==> src/rtl/skip_relu_pkg.sv <==
`timescale 1ns/1ps
package skip_relu_pkg;
  typedef enum logic {
    MODE_PASS = 1'b0,
    MODE_ADD  = 1'b1
  } mode_e;
endpackage

==> src/rtl/skip_mode_ctl.sv <==
`timescale 1ns/1ps
module skip_mode_ctl
  import skip_relu_pkg::*;
(
  input  logic  clk_i,
  input  logic  rst_ni,
  input  logic  res_en_i,
  input  logic  fire_i,
  input  logic  last_i,
  output mode_e mode_o
);
  logic  start_q;
  mode_e mode_q;

  // at a layer start the request is live; afterwards the latched copy rules
  assign mode_o = start_q ? mode_e'(res_en_i) : mode_q;

  always_ff @(posedge clk_i or negedge rst_ni) begin
    if (!rst_ni) begin
      start_q <= 1'b1;
      mode_q  <= MODE_PASS;
    end else if (fire_i) begin
      start_q <= last_i;
      if (start_q) mode_q <= mode_e'(res_en_i);
    end
  end

  p_mode_hold_r7: assert property (@(posedge clk_i) disable iff (!rst_ni)
    (!start_q && !(fire_i && last_i)) |=> $stable(mode_o));
endmodule

==> src/rtl/skip_sat_add.sv <==
`timescale 1ns/1ps
module skip_sat_add #(
  parameter int DATA_W = 8
) (
  input  logic                     en_i,
  input  logic signed [DATA_W-1:0] a_i,
  input  logic signed [DATA_W-1:0] b_i,
  output logic signed [DATA_W-1:0] y_o
);
  localparam logic signed [DATA_W-1:0] MAX_V = {1'b0, {(DATA_W-1){1'b1}}};
  localparam logic signed [DATA_W-1:0] MIN_V = {1'b1, {(DATA_W-1){1'b0}}};

  logic signed [DATA_W:0] sum_w;
  logic signed [DATA_W-1:0] sat_w;

  assign sum_w = {a_i[DATA_W-1], a_i} + {b_i[DATA_W-1], b_i};

  always_comb begin
    if (sum_w[DATA_W] != sum_w[DATA_W-1]) sat_w = sum_w[DATA_W] ? MIN_V : MAX_V;
    else                                 sat_w = sum_w[DATA_W-1:0];
  end

  assign y_o = en_i ? sat_w : a_i;
endmodule

==> src/rtl/skip_leaky.sv <==
`timescale 1ns/1ps
module skip_leaky #(
  parameter int DATA_W = 8,
  parameter int SHIFT  = 3
) (
  input  logic signed [DATA_W-1:0] x_i,
  output logic signed [DATA_W-1:0] y_o
);
  logic signed [DATA_W-1:0] neg_w;

  assign neg_w = x_i >>> SHIFT;  // floor toward -inf
  assign y_o   = x_i[DATA_W-1] ? neg_w : x_i;
endmodule

==> src/rtl/skip_out_reg.sv <==
`timescale 1ns/1ps
module skip_out_reg #(
  parameter int DATA_W = 8
) (
  input  logic              clk_i,
  input  logic              rst_ni,
  input  logic              in_valid_i,
  input  logic [DATA_W-1:0] in_data_i,
  input  logic              in_last_i,
  output logic              free_o,
  output logic [DATA_W-1:0] y_data_o,
  output logic              y_last_o,
  output logic              y_valid_o,
  input  logic              y_ready_i
);
  assign free_o = !y_valid_o || y_ready_i;

  always_ff @(posedge clk_i or negedge rst_ni) begin
    if (!rst_ni) begin
      y_valid_o <= 1'b0;
      y_data_o  <= '0;
      y_last_o  <= 1'b0;
    end else if (free_o) begin
      y_valid_o <= in_valid_i;
      if (in_valid_i) begin
        y_data_o <= in_data_i;
        y_last_o <= in_last_i;
      end
    end
  end

  p_hold_r9: assert property (@(posedge clk_i) disable iff (!rst_ni)
    (y_valid_o && !y_ready_i) |=> (y_valid_o && $stable(y_data_o) && $stable(y_last_o)));
  p_lat_r10: assert property (@(posedge clk_i) disable iff (!rst_ni)
    (in_valid_i && free_o) |=> y_valid_o);
endmodule

==> src/rtl/skip_relu_stage.sv <==
`timescale 1ns/1ps
module skip_relu_stage
  import skip_relu_pkg::*;
#(
  parameter int DATA_W = 8,
  parameter int SHIFT  = 3
) (
  input  logic              clk_i,
  input  logic              rst_ni,
  input  logic              res_en_i,
  input  logic [DATA_W-1:0] a_data_i,
  input  logic              a_last_i,
  input  logic              a_valid_i,
  output logic              a_ready_o,
  input  logic [DATA_W-1:0] b_data_i,
  input  logic              b_last_i,
  input  logic              b_valid_i,
  output logic              b_ready_o,
  output logic [DATA_W-1:0] y_data_o,
  output logic              y_last_o,
  output logic              y_valid_o,
  input  logic              y_ready_i,
  output logic              err_o
);
  mode_e mode;
  logic  add_en, out_free, a_fire, b_fire;
  logic signed [DATA_W-1:0] sum_w, act_w;

  skip_mode_ctl u_mode (
    .clk_i, .rst_ni, .res_en_i,
    .fire_i (a_fire),
    .last_i (a_last_i),
    .mode_o (mode)
  );

  assign add_en    = (mode == MODE_ADD);
  assign a_ready_o = out_free && (!add_en || b_valid_i);
  assign b_ready_o = out_free && add_en && a_valid_i;
  assign a_fire    = a_valid_i && a_ready_o;
  assign b_fire    = b_valid_i && b_ready_o;

  skip_sat_add #(.DATA_W(DATA_W)) u_add (
    .en_i (add_en),
    .a_i  (a_data_i),
    .b_i  (b_data_i),
    .y_o  (sum_w)
  );

  skip_leaky #(.DATA_W(DATA_W), .SHIFT(SHIFT)) u_act (
    .x_i (sum_w),
    .y_o (act_w)
  );

  skip_out_reg #(.DATA_W(DATA_W)) u_out (
    .clk_i, .rst_ni,
    .in_valid_i (a_fire),
    .in_data_i  (act_w),
    .in_last_i  (a_last_i),
    .free_o     (out_free),
    .y_data_o, .y_last_o, .y_valid_o, .y_ready_i
  );

  always_ff @(posedge clk_i or negedge rst_ni) begin
    if (!rst_ni)                                        err_o <= 1'b0;
    else if (a_fire && add_en && (a_last_i != b_last_i)) err_o <= 1'b1;
  end

  p_pair_r3: assert property (@(posedge clk_i) disable iff (!rst_ni)
    (a_fire && add_en) |-> b_fire);
  p_no_b_r2: assert property (@(posedge clk_i) disable iff (!rst_ni)
    !add_en |-> !b_fire);
  p_err_sticky_r8: assert property (@(posedge clk_i) disable iff (!rst_ni)
    err_o |=> err_o);
  p_no_wrap_r4: assert property (@(posedge clk_i) disable iff (!rst_ni)
    (a_fire && add_en && !a_data_i[DATA_W-1] && !b_data_i[DATA_W-1]) |=> !y_data_o[DATA_W-1]);
  p_last_r6: assert property (@(posedge clk_i) disable iff (!rst_ni)
    a_fire |=> (y_last_o == $past(a_last_i)));
endmodule

==> config.mk <==
export PLATFORM = sky130hd
export DESIGN_NAME = skip_relu_stage
export DESIGN_NICKNAME = d
export VERILOG_FILES = /design/src/rtl/skip_relu_pkg.sv /design/src/rtl/skip_mode_ctl.sv /design/src/rtl/skip_sat_add.sv /design/src/rtl/skip_leaky.sv /design/src/rtl/skip_out_reg.sv /design/src/rtl/skip_relu_stage.sv
export SDC_FILE = /design/constraint.sdc
export NUM_CORES = 1
export LEC_CHECK = 0
export ABC_AREA = 0
export BUFFER_PORTS_ARGS = -buffer_cell sky130_fd_sc_hd__buf_4
export CORE_MARGIN = 2
export CORE_UTILIZATION = 50
export DETAILED_ROUTE_END_ITERATION = 10
export HOLD_SLACK_MARGIN = 0.02
export PLACE_DENSITY = 0.88
export SYNTH_ARGS = -nofsm -noshare
export SYNTH_HDL_FRONTEND = slang
export SYNTH_SLANG_ARGS = --single-unit
==> constraint.sdc <==
create_clock -name clk_i -period 1.8 [get_ports clk_i]
set_input_delay 0 -clock clk_i [delete_from_list [all_inputs] [get_ports clk_i]]
set_output_delay 0 -clock clk_i [all_outputs]
set_load 0.02 [all_outputs]
### After elaboration in Yosys (flattened, before gate mapping)

Index checks and enable logic that the tools add are counted.

* logic and storage cells: 25
* flip-flop bits (word level): 13
* bits of input ports: 24
* output and inout bits: 13

* multiplexer cells: 5
* add/subtract/negate cells: 1
* reductions and logical operators: 11
* eq/ne operators: 2

Operator list (number)
* two-way mux 8 bit: 4
* adder 8 x 8 -> 9 bit: 1
* logical AND 1 bit: 6
* logical NOT 1 bit: 2
* logical OR 1 bit: 2
* inequality test 1 bit: 2
* AND reduction 2 bit: 1
* two-way mux 1 bit: 1

### Longest topological paths before layout

* depth after elaboration: 7
* gate-level depth with buffers: 14
* depth with buffers taken out: 13

### Modules after synthesis

A second synthesis with hierarchy kept.

* cell total of the unflattened synthesis: 121
* area, all modules: 1292.5 µm²

By module, submodules not included
* skip_sat_add: instances 1, sequential area each 0.0 µm², area each 628.1 µm², cells an instance 78
* skip_out_reg: instances 1, sequential area each 250.2 µm², area each 425.4 µm², cells an instance 22
* skip_mode_ctl: instances 1, sequential area each 51.3 µm², area each 92.6 µm², cells an instance 6
* skip_relu_stage: instances 1, sequential area each 25.0 µm², area each 75.1 µm², cells an instance 7
* skip_leaky: instances 1, sequential area each 0.0 µm², area each 71.3 µm², cells an instance 8

### Worst setup path after synthesis

No wires, ideal clock.

* path kind: input to register
* start: input a_data_i[1]
* end: register u_out.y_data_o[2]
* setup time: 0.077 ns
* stages on the path: 12
* data required time: 1.723 ns
* path slack: -0.680 ns
* buffers on the path: 0
* data arrival time: 2.403 ns
* cell sequence: ha_1 -> a211oi_2 -> nor3b_1 -> o21a_1 -> o211ai_1 -> nand2_1 -> xor2_1 -> ha_1 -> or4b_1 -> o211ai_1 -> o221ai_1 -> a21oi_1

* longest elaborated chain between the ends: 5
* elaborated cells between the ends (all ways): 6
* classes of those cells: 1 x add/sub; 1 x eq/ne; 4 x mux

Ends and longest elaborated chain
* start, declared: RTL line skip_relu_stage.sv:11 `input logic [DATA_W-1:0] a_data_i,`
* adder 8 x 8 -> 9 bit (*): RTL line skip_sat_add.sv:16 `assign sum_w = {a_i[DATA_W-1], a_i} + {b_i[DATA_W-1], b_i};`
* two-way mux 8 bit or inequality test 1 bit (tied branches): RTL line skip_sat_add.sv:19 `if (sum_w[DATA_W] != sum_w[DATA_W-1]) sat_w = sum_w[DATA_W] ? MIN_V : MAX_V;`
* two-way mux 8 bit (*): RTL line skip_sat_add.sv:19
* two-way mux 8 bit (*): RTL line skip_sat_add.sv:23 `assign y_o = en_i ? sat_w : a_i;`
* two-way mux 8 bit (*): RTL line skip_leaky.sv:12 `assign y_o = x_i[DATA_W-1] ? neg_w : x_i;`
* end signal, assigned: RTL line skip_out_reg.sv:26 `y_data_o <= in_data_i;`
* end, declared: RTL line skip_out_reg.sv:11 `output logic [DATA_W-1:0] y_data_o,`

Mark *: on every way between the ends. The rest lies on a longest branch, timed or not.
A chain may end at the register's enable or synchronous reset.

### Worst setup path in the final report

* start: input b_data_i[1]
* end: register u_out.y_data_o[2]

* longest elaborated chain between the ends: 5
* elaborated cells between the ends (all ways): 6
* classes of those cells: 1 x add/sub; 1 x eq/ne; 4 x mux

Ends and longest elaborated chain
* start, declared: RTL line skip_relu_stage.sv:15 `input logic [DATA_W-1:0] b_data_i,`
* adder 8 x 8 -> 9 bit (*): RTL line skip_sat_add.sv:16
* two-way mux 8 bit or inequality test 1 bit (tied branches): RTL line skip_sat_add.sv:19
* two-way mux 8 bit (*): RTL line skip_sat_add.sv:19
* two-way mux 8 bit (*): RTL line skip_sat_add.sv:23
* two-way mux 8 bit (*): RTL line skip_leaky.sv:12

Marked as above.

==> run metrics <==
fin cells=235; met1 Resource Use GR=31.2%; footprint of the multi-input gates=936 µm²; net switching power=1.01 mW; grt total ovfl=0; final setup vio count=8; share of layout cells above drive strength 1=54.6%; register bit count reported by yosys=13; internal power=1.22 mW; DRC violations left=0; CP endpoint kind=flip-flop; Syn Inst Count=126; status=complete, but fails checks; DR pass1 iterations=7; Ports=37; crit path from=b_data_i[1]; most common cell after layout, fill and taps aside=buf_4; number of nets with antenna violations after routing=0; Worst Hold Class=in2reg; routed len/inst=19.8 µm; Comb power frac=69.0%; die area=0.00263 mm²; clk root buf=clkbuf_4; Mapped Area=0.00112 mm²; EDFF count, synth=0; port buffer count=36; crit-path cells=buf_8 > ha_4 > a211oi_4 > nor3b_2 > o21a_1 > o211ai_1 > nand2_1 > xor2_1 > ha_2 > buf_6 > buf_6 > buf_4 > o311ai_1 > a221oi_1 > a21oi_1; GPL Wtd Cong=0.914; Die Ht=51.3 µm; Leak=0.901 nW; clk_lat worst skew=0.28 ns; Worst-Margin Slew=0.437 ns; TritonCTS buffer count=3; Post-Route WL=4.64 mm; Reg area=327 µm²; min-delay src=y_ready_i; initial core utilization=51.6%; core footprint=0.00217 mm²; CTS tree=yes; Vias=1480; starting DRC count in detailed routing=93; vias in the first global route=1384; syn_nets=161; Tot GR Track Use=30.6%; H-tree depth=1; crit path launch type=input port; syn avg cell area=8.88 µm²; pin count of the biggest net entering global routing=14; filler cell count=93; Global Route met2 Usage=60.8%; WP data arrival=2.90 ns; Max stage delay on crit path=0.36 ns; Inst Count DP=223; CP max-delay cell=o311ai_1; Reg clk slew, reported paths=0.08 ns; Synth cell types=47; Synthesis Warnings=0; Post-synth top flop=dfrtp_1; setup ws final=-0.899 ns; worst endpoint required time=2.00 ns; WS Path Type=in2reg; clock skew=0.00115 ns; GR peak layer=met2; # clock sinks=13; CP Max Fanout=4; maximum vdd drop=0.000747 V; Area Growth Syn to Fin=75.4%; Rows=17; GR Layer Usage met3=3.22%; NumNets Final=243; Antenna Cells=0; max_cap viols=0; Clock Power Share=8.2%; RSZ-0062 raised after global routing=true; initial antenna violation count=0; Max-slew headroom=70.7%; Highest Clock Rate=371 MHz; Power Density=1140 mW/mm²; Clock Tree Buf Depth=2; half-perimeter wire length after placement=2.71 mm; most used cell, CP=buf_6; Tot Pwr=2.23 mW; worst flop-to-flop path startpoint=u_mode.start_q; min Tclk post-route=2.70 ns; first-pass GRT wire length=5.99 mm; Final period util=150%; Die W=51.3 µm; sequential fraction of the synthesis area=29.2%; fin. max-slew vios=0; violated checks=negative setup slack; vias per cell=6.30; commonest non-fill, non-tap cells in the layout=71 x buf_4, 12 x nor2_1, 12 x dfrtp_1; Reg power frac=22.7%; switch share=45.2%; Hold Vio Cnt, Final=0; asr flop ratio synth=100%
## stage by stage
step	setup TNS, ns	instance area, µm²	util, %	hold slack (ns)	worst slack (ns)
floorplan	-3.55	1170	-	-0.296	-0.635
global placement	-5.96	1720	79.4	-0.151	-0.922
detailed placement	-6.73	1720	79.4	-0.156	-1.09
CTS	-4.50	1870	86.0	0.0695	-0.691
global route	-6.49	1960	90.4	0.0736	-1.07
finish	-5.67	1960	90.4	0.0661	-0.899
## routing by layer
layer	up-vias	wire, µm
li1	640	-
met1	674	1650
met2	124	2250
met3	42	410
met4	0	330
met5	-	0
## sequential cells by signal, indices dropped and copies added (netlist names)
register         cells
err_o                1
u_out.y_valid_o      1
u_out.y_last_o       1
u_mode.start_q       1
u_out.y_data_o       8
u_mode.mode_q        1
## timing repair
action | in CTS | in global routing
setup buffers | 5 | 2
resized for setup | 14 | 19
hold endpoints to repair | 16 | 0
hold buffers | 3 | 0
pin swaps | 26 | 12
endpoints found under the setup margin | 8 | 8
## cells by family (layout without fill, tap and decap cells)
| group | after synthesis | count (layout) | share of synthesized area [%] |
|---|---|---|---|
| multiplexers | 2 | 2 | 2.24 |
| flip-flops | 13 | 13 | 29.2 |
| AND/OR/NAND/NOR | 53 | 53 | 26.5 |
| buffers and inverters | 6 | 87 | 2.12 |
| AO/OA/AOI/OAI | 38 | 38 | 24.6 |
| adder cells (fa/ha/maj) | 11 | 11 | 13.0 |
| XOR/XNOR | 3 | 3 | 2.35 |
## cell usage after synthesis (2+ instances only)
master	n	area, µm²
o211ai_1	4	30.0
inv_1	4	15.0
dfrtp_1	12	300
nand2b_1	4	25.0
or3b_1	2	17.5
nand2_1	10	37.5
nor2b_1	2	12.5
a21oi_1	10	50.1
nor3b_1	4	30.0
o21a_1	3	22.5
o31ai_2	2	25.0
ha_1	10	125
a221oi_1	2	17.5
nand3_1	3	15.0
nor2_1	16	60.1
nor3_1	3	15.0
o21ai_0	3	15.0
xor2_1	2	17.5
o22ai_1	2	12.5
## power groups by stage
stage | clock network [mW] | logic (mW) | registers, mW
finish | 0.184 | 1.54 | 0.508
global route | 0.194 | 1.63 | 0.515
CTS | 0.171 | 1.31 | 0.504
detailed placement | 0 | 1.23 | 0.509
global placement | 0 | 1.19 | 0.499
floorplan | 0 | 0.559 | 0.628
## final cells by class
cell class              instances  share of cell area, %
flip-flops and latches         13                   16.6
well taps                      28                   1.79
inverters                       4                  0.765
clock buffers                   4                   1.34
repair buffers                 79                   31.8
multi-input cells             107                   47.7
## worst paths after layout
check	end	slack (ns)	cells after the start
max	u_out.y_data_o[2]	-0.90	15
min	u_out.y_valid_o	0.07	3
max reg2reg	u_out.y_data_o[0]	-0.13	5
min reg2reg	err_o	0.48	1
max in group asynchronous	u_mode.start_q	1.48	2
min in group asynchronous	u_out.y_data_o[7]	0.09	2
## worst max-delay path: cells and delay by family
kind / cells / cell delay [ns]
AOI/OAI and AO/OA: 6 / 1.37
xor gates and xnor gates: 1 / 0.23
and+or+nand+nor: 2 / 0.24
adders and majority gates: 2 / 0.56
buffers and inverters: 4 / 0.49
(Power assumes the default switching activity.)
